[config.mk]
export PLATFORM = sky130hd
export DESIGN_NAME = seg_addr_gen
export DESIGN_NICKNAME = d
export VERILOG_FILES = /design/src/rtl/seg_addr_gen.sv
export SDC_FILE = /design/constraint.sdc
export NUM_CORES = 1
export LEC_CHECK = 0
export ABC_AREA = 1
export BUFFER_PORTS_ARGS = -buffer_cell sky130_fd_sc_hd__clkbuf_2
export CAP_MARGIN = 20
export CELL_PAD_IN_SITES_DETAIL_PLACEMENT = 2
export CELL_PAD_IN_SITES_GLOBAL_PLACEMENT = 2
export CORE_ASPECT_RATIO = 0.8
export CORE_MARGIN = 2
export CORE_UTILIZATION = 34
export DETAILED_ROUTE_END_ITERATION = 12
export MAX_ROUTING_LAYER = met4
export PLACE_DENSITY_LB_ADDON = 0.1
export SLEW_MARGIN = 5
export SYNTH_ARGS = -nofsm -noshare
export SYNTH_HDL_FRONTEND = slang
export SYNTH_SLANG_ARGS = --single-unit
[constraint.sdc]
create_clock -name clk -period 3 [get_ports clk]
set_input_delay 0.6 -clock clk [delete_from_list [all_inputs] [get_ports clk]]
set_output_delay 0.6 -clock clk [all_outputs]
set_load 0.005 [all_outputs]
[src/rtl/seg_addr_gen.sv]
module seg_addr_gen #(
  parameter int SEG_W = 16,
  parameter int OFF_W = 16,
  parameter int SHIFT = 4,
  parameter int NSEG  = 4,
  localparam int IDX_W  = $clog2(NSEG),
  localparam int BASE_W = SEG_W + SHIFT,
  localparam int SUM_W  = BASE_W + 1
) (
  input  logic             clk,
  input  logic             rst,
  input  logic             wr_en,
  input  logic [IDX_W-1:0] wr_idx,
  input  logic [SEG_W-1:0] wr_val,
  input  logic             req_valid,
  input  logic [IDX_W-1:0] req_sel,
  input  logic [OFF_W-1:0] req_off,
  input  logic             a20_en,
  output logic             out_valid,
  output logic [SUM_W-1:0] out_addr,
  output logic             out_ovf
);

  logic [SEG_W-1:0] seg_q [NSEG];

  always_ff @(posedge clk) begin
    if (rst) begin
      for (int i = 0; i < NSEG; i++) seg_q[i] <= '0;
    end else if (wr_en) begin
      seg_q[wr_idx] <= wr_val;
    end
  end

  wire [BASE_W-1:0] base = {seg_q[req_sel], {SHIFT{1'b0}}};
  wire [SUM_W-1:0]  sum  = {1'b0, base} + {{(SUM_W-OFF_W){1'b0}}, req_off};
  wire              cry  = sum[SUM_W-1];

  always_ff @(posedge clk) begin
    if (rst) begin
      out_valid <= 1'b0;
      out_addr  <= '0;
      out_ovf   <= 1'b0;
    end else begin
      out_valid <= req_valid;
      if (req_valid) begin
        out_addr <= {cry & a20_en, sum[BASE_W-1:0]};
        out_ovf  <= cry;
      end
    end
  end

endmodule


[After elaboration in Yosys (flattened, before gate mapping)]
Memories as Yosys holds them, arrays and structs flattened.
Index checks and enable logic that the tools add are counted.
Word-level totals
  bits in latches: 0
  bits in registers: 23
  memory bits (read-only): 0
  output and inout bits: 23
  word-level logic and storage cells: 15
  bits of input ports: 41
  RAM bits: 64
  memories kept: 1
Cells by class
  eq/ne operators: 0
  div/mod/pow operators: 0
  mux-type cells: 8
  shift operators: 0
  $mul: 0
  $lt $le $gt $ge: 0
  reductions and logical operators: 1
  add/subtract/negate cells: 1
  bitwise logic cells: 1
Memories
  seg_q: depth 4, width 16, rd ports 1, clocked after memory_dff 0, wr ports 4, line 24  | logic [SEG_W-1:0] seg_q [NSEG];
Operators with widths (number)
  20-bit by 16-bit adder with 21-bit output: 1
  16-bit 2-to-1 mux: 1
  16-bit OR reduction: 1
  1-bit 2-to-1 mux: 6
  2-bit 2-to-1 mux: 1
  1-bit bitwise AND: 1

[Longest topological paths before layout]
Gate-level depths: netlist (run 1).
  depth in word-level cells: 5
  depth in mapped cells: 18

[Least setup slack after synthesis (run 1)]
Ideal clock, no wire load.
  path kind: input-to-reg
  start point: input req_sel[0]
  end point: register out_addr[14]
  data required time: 2.885 ns
  slack: 0.465 ns
  buffers on the path: 2
  library setup time: 0.115 ns
  arrival: 2.420 ns
  stages on the path: 15
  cell sequence: buf_2 > clkbuf_1 > nor2_1 > o22ai_1 > ha_1 > fa_1 > nand3_1 > nand2_1 > nand2_1 > nand2_1 > nand2_1 > nand2_1 > xor2_1 > o21ai_0 > inv_1
On the way
  cells in the longest elaborated chain, start to end: 2
Ends and longest elaborated chain
  from (decl): line 16  | input logic [IDX_W-1:0] req_sel,
  memory read 4 x 16 bit
  20-bit by 16-bit adder with 21-bit output: line 35  | wire [SUM_W-1:0] sum = {1'b0, base} + {{(SUM_W-OFF_W){1'b0}}, req_off};
  to (signal assigned): line 46  | out_addr <= {cry & a20_en, sum[BASE_W-1:0]};
  to (decl): line 20  | output logic [SUM_W-1:0] out_addr,
No other way between the ends.
A chain may end at the register's enable or synchronous reset.

[Worst setup path after layout (run 1)]
  start point: input req_sel[0]
  end point: register out_addr[17]
Same word-level chain as after synthesis.

==> results of run 1 <==
==> cell type report <==
class	count	area [um^2]	share of cell area
clock buffer	10	229.0	0.04354
inverter	67	251.5	0.04782
clock inverter	6	37.54	0.007138
timing repair buffer	80	455.4	0.08660
sequential	87	2382	0.4530
tap	175	219.0	0.04164
multi-input combinational	347	1684	0.3202
==> per-layer routing <==
layer | vias to the layer above | global-route usage | share of wire
met5 | - | - | 0
met4 | 0 | 0.04891 | 0.0095
met3 | 12 | 0.03656 | 0.030
met2 | 68 | 0.3695 | 0.50
met1 | 1888 | 0.2646 | 0.46
li1 | 1844 | - | -
==> cell families after synthesis <==
logic type,Yosys count
compound gates,69
xor+xnor,10
fa+ha+maj,13
buf+inv,88
flops,87
simple gates,255
==> metrics by stage <==
step / instance area (um^2) / total power, uW
global route: 5259 / 3153
CTS: 5259 / 3033
global placement: 4992 / 1983
floorplan: 4405 / 1781
detailed placement: 4992 / 2011
finish: 5259 / 3000
==> state kept, by name, indices dropped and copies added, names as in the netlist <==
name       count
out_addr      21
seg_q         64
out_valid      1
out_ovf        1
==> power groups by stage <==
stage | logic, uW | registers (uW) | clock network, uW
floorplan | 338 | 1440 | 0
global placement | 535 | 1450 | 0
detailed placement | 559 | 1450 | 0
CTS | 564 | 1430 | 1040
global route | 627 | 1430 | 1090
finish | 552 | 1420 | 1020
==> placed cells by master, fill, tap and decap left out, types with 8 or more instances in the layout <==
cell type | synthesis | layout
clkbuf_16 | 0 | 9
nor2_1 | 127 | 127
o22ai_1 | 12 | 12
xor2_1 | 8 | 8
dfxtp_1 | 23 | 23
edfxtp_1 | 64 | 64
nand2_1 | 77 | 77
inv_1 | 61 | 61
clkbuf_2 | 0 | 63
ha_1 | 12 | 12
nand3_1 | 20 | 20
a21oi_1 | 10 | 10
nor3_1 | 17 | 17
o21ai_0 | 44 | 43
buf_4 | 0 | 16
==> path summary, 6_finish.rpt <==
kind	end	slack (ns)	cells past startpoint
worst max-delay path	out_addr[17]	0.35	15
worst min-delay path	out_ovf	0.47	2
worst max register to register	out_addr[14]	0.59	13
worst min register to register	out_ovf	0.47	2
==> worst max-delay path: cells and delay by family <==
family	cells	cell delay (ns)
and+or+nand+nor	8	1.11
buffers and inverters	4	0.49
adders and majority gates	1	0.36
AOI/OAI and AO/OA	2	0.32
==> results.tsv, run 1 <==
metric	value	unit
status	finished clean	
Max Slew Vio Count	0	
fin crit period	2.654	ns
DRC violations left	0	
internal power	2140	uW
Site Rows	37	
synthesized cell area	4405	um^2
CP Capture Type	register	
share of layout cells above drive strength 1	0.1809	
Mean Syn Cell Area	8.440	um^2
vias after detailed routing	3812	
final hold violations	0	
final core occ	0.4116	
worst setup margin	0.3462	ns
worst skew pair latency	0.34	ns
required time worst endpoint	3.24	ns
nets@finish	646	
CTS tree	built	
area delta synth->final	19.37	%
combinational share of power	0.184	
htree depth	3	
antenna violations before repair	0	
PD cells	570.4	nW/um^2
kind of critical path	in2reg	
post-route ant nets	0	
XOR/XNOR Fraction of Synth Area	0.01988	
Top FF cell, synth	edfxtp_1	
hold path startpoint	out_ovf	
largest area contributor in the netlist	edfxtp_1	
top cells by instance count after synthesis	nor2_1, nand2_1, edfxtp_1	
Final Cycle Share	0.8846	
number of buffers added on ports	63	
count leader, synth	nor2_1	
hpwl dp	10120	um
Hold WS	0.4741	ns
Hold Path Class	reg2reg	
VDD IR max	263.4	uV
Max Cap Viol	0	
Clock Sinks	87	
synth top area cells	edfxtp_1, nor2_1, dfxtp_1	
Chip Height	105.8	um
DR iter-0 viols	154	
Layout Cells excl Fill	772	
clock share of power	0.341	
worst rel slew slack	0.6431	
Post-Syn Instances	522	
RSZ-0062 raised after global routing	false	
simple-gate share of the synthesized area	0.2391	
number of global-route vias before repair	4167	
post-synthesis mux area share	0	
switching pwr	859.6	uW
initial core utilization	0.3448	
setup_tns	0	ns
placement-stage worst setup slack	0.05201	ns
Clock Path Buffers	2	
complex-gate fraction of the synthesized area	0.08350	
CP Cell Sequence	clkbuf_2 -> inv_2 -> buf_4 -> o21ai_0 -> o22ai_1 -> ha_1 -> nand2_1 -> nor3_1 -> nor2_1 -> nor2_1 -> nand2_1 -> nand3_1 -> nand3_1 -> nand2_1 -> inv_1	
post-synthesis adder-cell area fraction	0.03863	
Post CTS Setup Buffer Count	0	
CP max stage delay	0.36	ns
Root Driver	clkbuf_16	
Synth top area share	0.4362	
yosys warns	0	
CP most frequent cell	nand2_1	
GRT Util Overall	0.2138	
slew at the pin closest to its max-slew limit	0.5354	ns
cts hold-fix bufs	0	
PostCTS Resize Cnt	0	
die width	131.3	um
Flop pwr share	0.475	
post-synthesis register bit count	87	
drt total wl	13760	um
switching part of the total power	0.2865	
num ports	64	
Crit-path slowest cell	ha_1	
Filler Cells Inserted	1500	
Distinct cells, synth	29	
drt pass-1 iters	4	
number of diodes	0	
Die ar.	13890	um^2
endpoints failing setup	0	
vias per cell	4.938	
Crit. Startpoint	req_sel[0]	
CP Max Fanout	14	
grt ovf	0	
placed cell count	756	
Startpoint Class	input pin	
total CTS buffers	9	
Post-Route Skew	0.006627	ns
Post-synth EDFFs	64	
largest net degree at the start of global routing	33	
Mapped Nets	576	
R2R Path Start	seg_q[1][0]	
leakage power	0.002432	uW
FFs w/ async S/R, synth	0	
Avg WL per Cell	17.82	um
sequential-to-total area share from yosys stat	0.5408	
Worst Path Arrival	2.89	ns
first-pass GRT wire length	22090	um
main combinational cell family by area after synthesis	simple AND/OR/NAND/NOR gates	
Peak Freq	0.3768	GHz
CORE AREA	12780	um^2
final RePlAce weighted congestion	0.7951	
Worst-path clk slew	0.06	ns
No activity file was read; power rests on OpenSTA's default activity.
==> inputs of run 2 (changes only) <==
- SETUP_SLACK_MARGIN: unset -> 0.5
- clock period: 3 -> 3.05 ns (I/O delays scaled with it)
==> run 2 against run 1 <==
Effect of this change: clock power is essentially flat; sequential share of layout area decreased by 1.3 points; die area is the same.
==> results.tsv, run 2 (same netlist as run 1, synthesis figures left out) <==
metric	value	unit	change
RSZ-0062 raised after global routing	false		
Worst Path Arrival	2.65	ns	-0.24 ns
final RePlAce weighted congestion	0.8039		+1.1%
kind of critical path	in2reg		
setup_tns	0	ns	unchanged
die width	131.3	um	unchanged
WHS Path Cells	2		unchanged
CP Capture Type	register		
VDD IR max	248.7	uV	-5.6%
Max Cap Viol	0		unchanged
Worst Hold End	out_addr[20]		
Reg2Reg Setup Slack	0.87	ns	+0.28 ns
Clock Path Buffers	2		unchanged
Worst-path clk slew	0.06	ns	about the same
PD cells	559.2	nW/um^2	-2.0%
nets@finish	651		+0.77%
Post-Route Skew	0.003729	ns	-0.002898 ns
Largest Register	seg_q		
Filler Cells Inserted	1468		-2.1%
slew at the pin closest to its max-slew limit	0.5965	ns	+0.06113 ns
R2R Path Start	seg_q[1][0]		
htree depth	3		unchanged
DRC violations left	0		unchanged
post-route ant nets	0		unchanged
Hold Path Class	reg2reg		
drt total wl	14490	um	+5.3%
Site Rows	37		unchanged
CP Cell Sequence	clkbuf_4 -> inv_4 -> buf_12 -> o21ai_1 -> o22ai_1 -> ha_1 -> nand2_2 -> nor3_4 -> nor2_4 -> nor2_1 -> nand2_1 -> nand3_1 -> nand3_1 -> nand2_1 -> inv_1		
Die ar.	13890	um^2	unchanged
hpwl dp	10370	um	+2.5%
Max Slew Vio Count	0		unchanged
Clock Sinks	87		unchanged
hold path startpoint	out_addr[20]		
CORE AREA	12780	um^2	unchanged
CTS tree	built		
top flop regs	seg_q x64, out_addr x21		
most common cell after layout, fill and taps aside	nor2_1		
largest net degree at the start of global routing	33		unchanged
worst r2r path cells	13		unchanged
drt pass-1 iters	4		unchanged
leakage power	0.002482	uW	+2.0%
final hold violations	0		unchanged
initial core utilization	0.3448		unchanged
area delta synth->final	22.95	%	
number of diodes	0		unchanged
number of buffers added on ports	63		unchanged
endpoints failing setup	0		unchanged
critical path's top delay family	simple AND/OR/NAND/NOR gates		
Avg WL per Cell	18.65	um	+4.6%
number of global-route vias before repair	4367		+4.8%
CP max stage delay	0.39	ns	+0.03 ns
worst rel slew slack	0.5998		-0.04321
Root Driver	clkbuf_16		
CP bufs+invs	4		unchanged
max reg flops	64		unchanged
antenna violations before repair	0		unchanged
total CTS buffers	9		unchanged
num ports	64		unchanged
Chip Height	105.8	um	unchanged
most frequent cells in the layout	nor2_1, nand2_1, edfxtp_1, clkbuf_2, inv_1		
Crit Reg-Reg Endpoint	out_addr[14]		
CP Max Fanout	14		unchanged
vias after detailed routing	3857		+1.2%
Final Cycle Share	0.7916		
DR iter-0 viols	136		-12%
Crit-path slowest cell	ha_1		
Hold WS	0.4769	ns	+0.002834 ns
worst skew pair latency	0.34	ns	about the same
fin crit period	2.414	ns	
status	finished clean		
register area	2382	um^2	unchanged
required time worst endpoint	3.29	ns	+0.05 ns
grt ovf	0		unchanged
vias per cell	4.964		+0.53%
Startpoint Class	input pin		
share of layout cells above drive strength 1	0.2259		+0.04501
first-pass GRT wire length	23050	um	+4.3%
Peak Freq	0.4142	GHz	
GRT Util Overall	0.2242		+0.01038
Multi-input gate area	1785	um^2	+6.0%
cts hold-fix bufs	0		unchanged
==> run 2: changes by cell type in the layout (fill, tap and decap cells not counted), moves of 3 or more <==
cell / before / now
a21oi_1: 10 / 5
a21oi_2: 0 / 5
buf_4: 16 / 19
ha_1: 12 / 9
nand2_1: 77 / 72
nand2_2: 3 / 8
o21ai_0: 43 / 31
o21ai_1: 1 / 13
o22ai_1: 12 / 9
o22ai_2: 0 / 3
==> run 2: layer usage <==
metal,GRT usage,wire [um],share of wire
met2,0.4150,7603,0.52
met4,0.05047,161,0.011
met1,0.2574,6292,0.43
met5,-,0,0
met3,0.03511,432,0.030
==> run 2: power breakdown <==
part / total (uW) / switching, uW / internal (uW)
logic: 600 / 381 / 219
clock network: 1020 / 470 / 553
registers: 1410 / 38.6 / 1370
total: 3030 / 889 / 2140
==> run 2: repair_timing <==
action / in CTS / in global routing
endpoints found under the setup margin: 7 / 11
pin swaps: 2 / 11
gates resized for setup: 4 / 39
setup buffers: 1 / 4
hold endpoints to repair: 0 / 0
gates cloned: 0 / 0
==> run 2: how the worst max path moves through the flow <==
| stage | start | cells after the start | slack [ns] | end |
|---|---|---|---|---|
| 2_1_floorplan | req_sel[0] | 15 | 0.50 | out_addr[14] |
| 3_3_place_gp | req_sel[0] | 15 | 0.21 | out_addr[15] |
| 3_5_place_dp | req_sel[0] | 15 | 0.06 | out_addr[15] |
| 4_1_cts | req_sel[0] | 15 | 0.50 | out_addr[14] |
| 5_1_grt | req_sel[0] | 18 | 0.47 | out_addr[17] |
| 6_report | req_sel[0] | 15 | 0.64 | out_addr[17] |
==> run 2: worst register-to-register path: stages (launching register included) <==
cell and delay (ns):
edfxtp_1 0.38, o21ai_1 0.16, o22ai_1 0.10, ha_2 0.23
fa_2 0.36, nand3_1 0.11, nand2_2 0.09, nand2_1 0.08
nand2_2 0.08, nand2_1 0.07, nand2_1 0.06, xor2_1 0.14
o21ai_0 0.15, inv_1 0.05
==> run 2: cell type report <==
class                   count  area share
repair buffers             85     0.09356
inverters                  67     0.04736
well taps                 175     0.04043
multi-input cells         347      0.3296
flip-flops and latches     87      0.4398
clock buffers              11     0.04297
clock inverters             5    0.006237
==> run 2: stage by stage <==
stage	area [um^2]	cells	total power (uW)	util	setup slack, ns
detailed placement	4992	756	1981	0.3907	0.06309
finish	5416	777	3029	0.4239	0.6356
CTS	5278	773	3015	0.4130	0.5016
floorplan	4405	522	1752	-	0.5046
global route	5416	777	3188	0.4239	0.4654
global placement	4992	756	1951	0.3907	0.2131
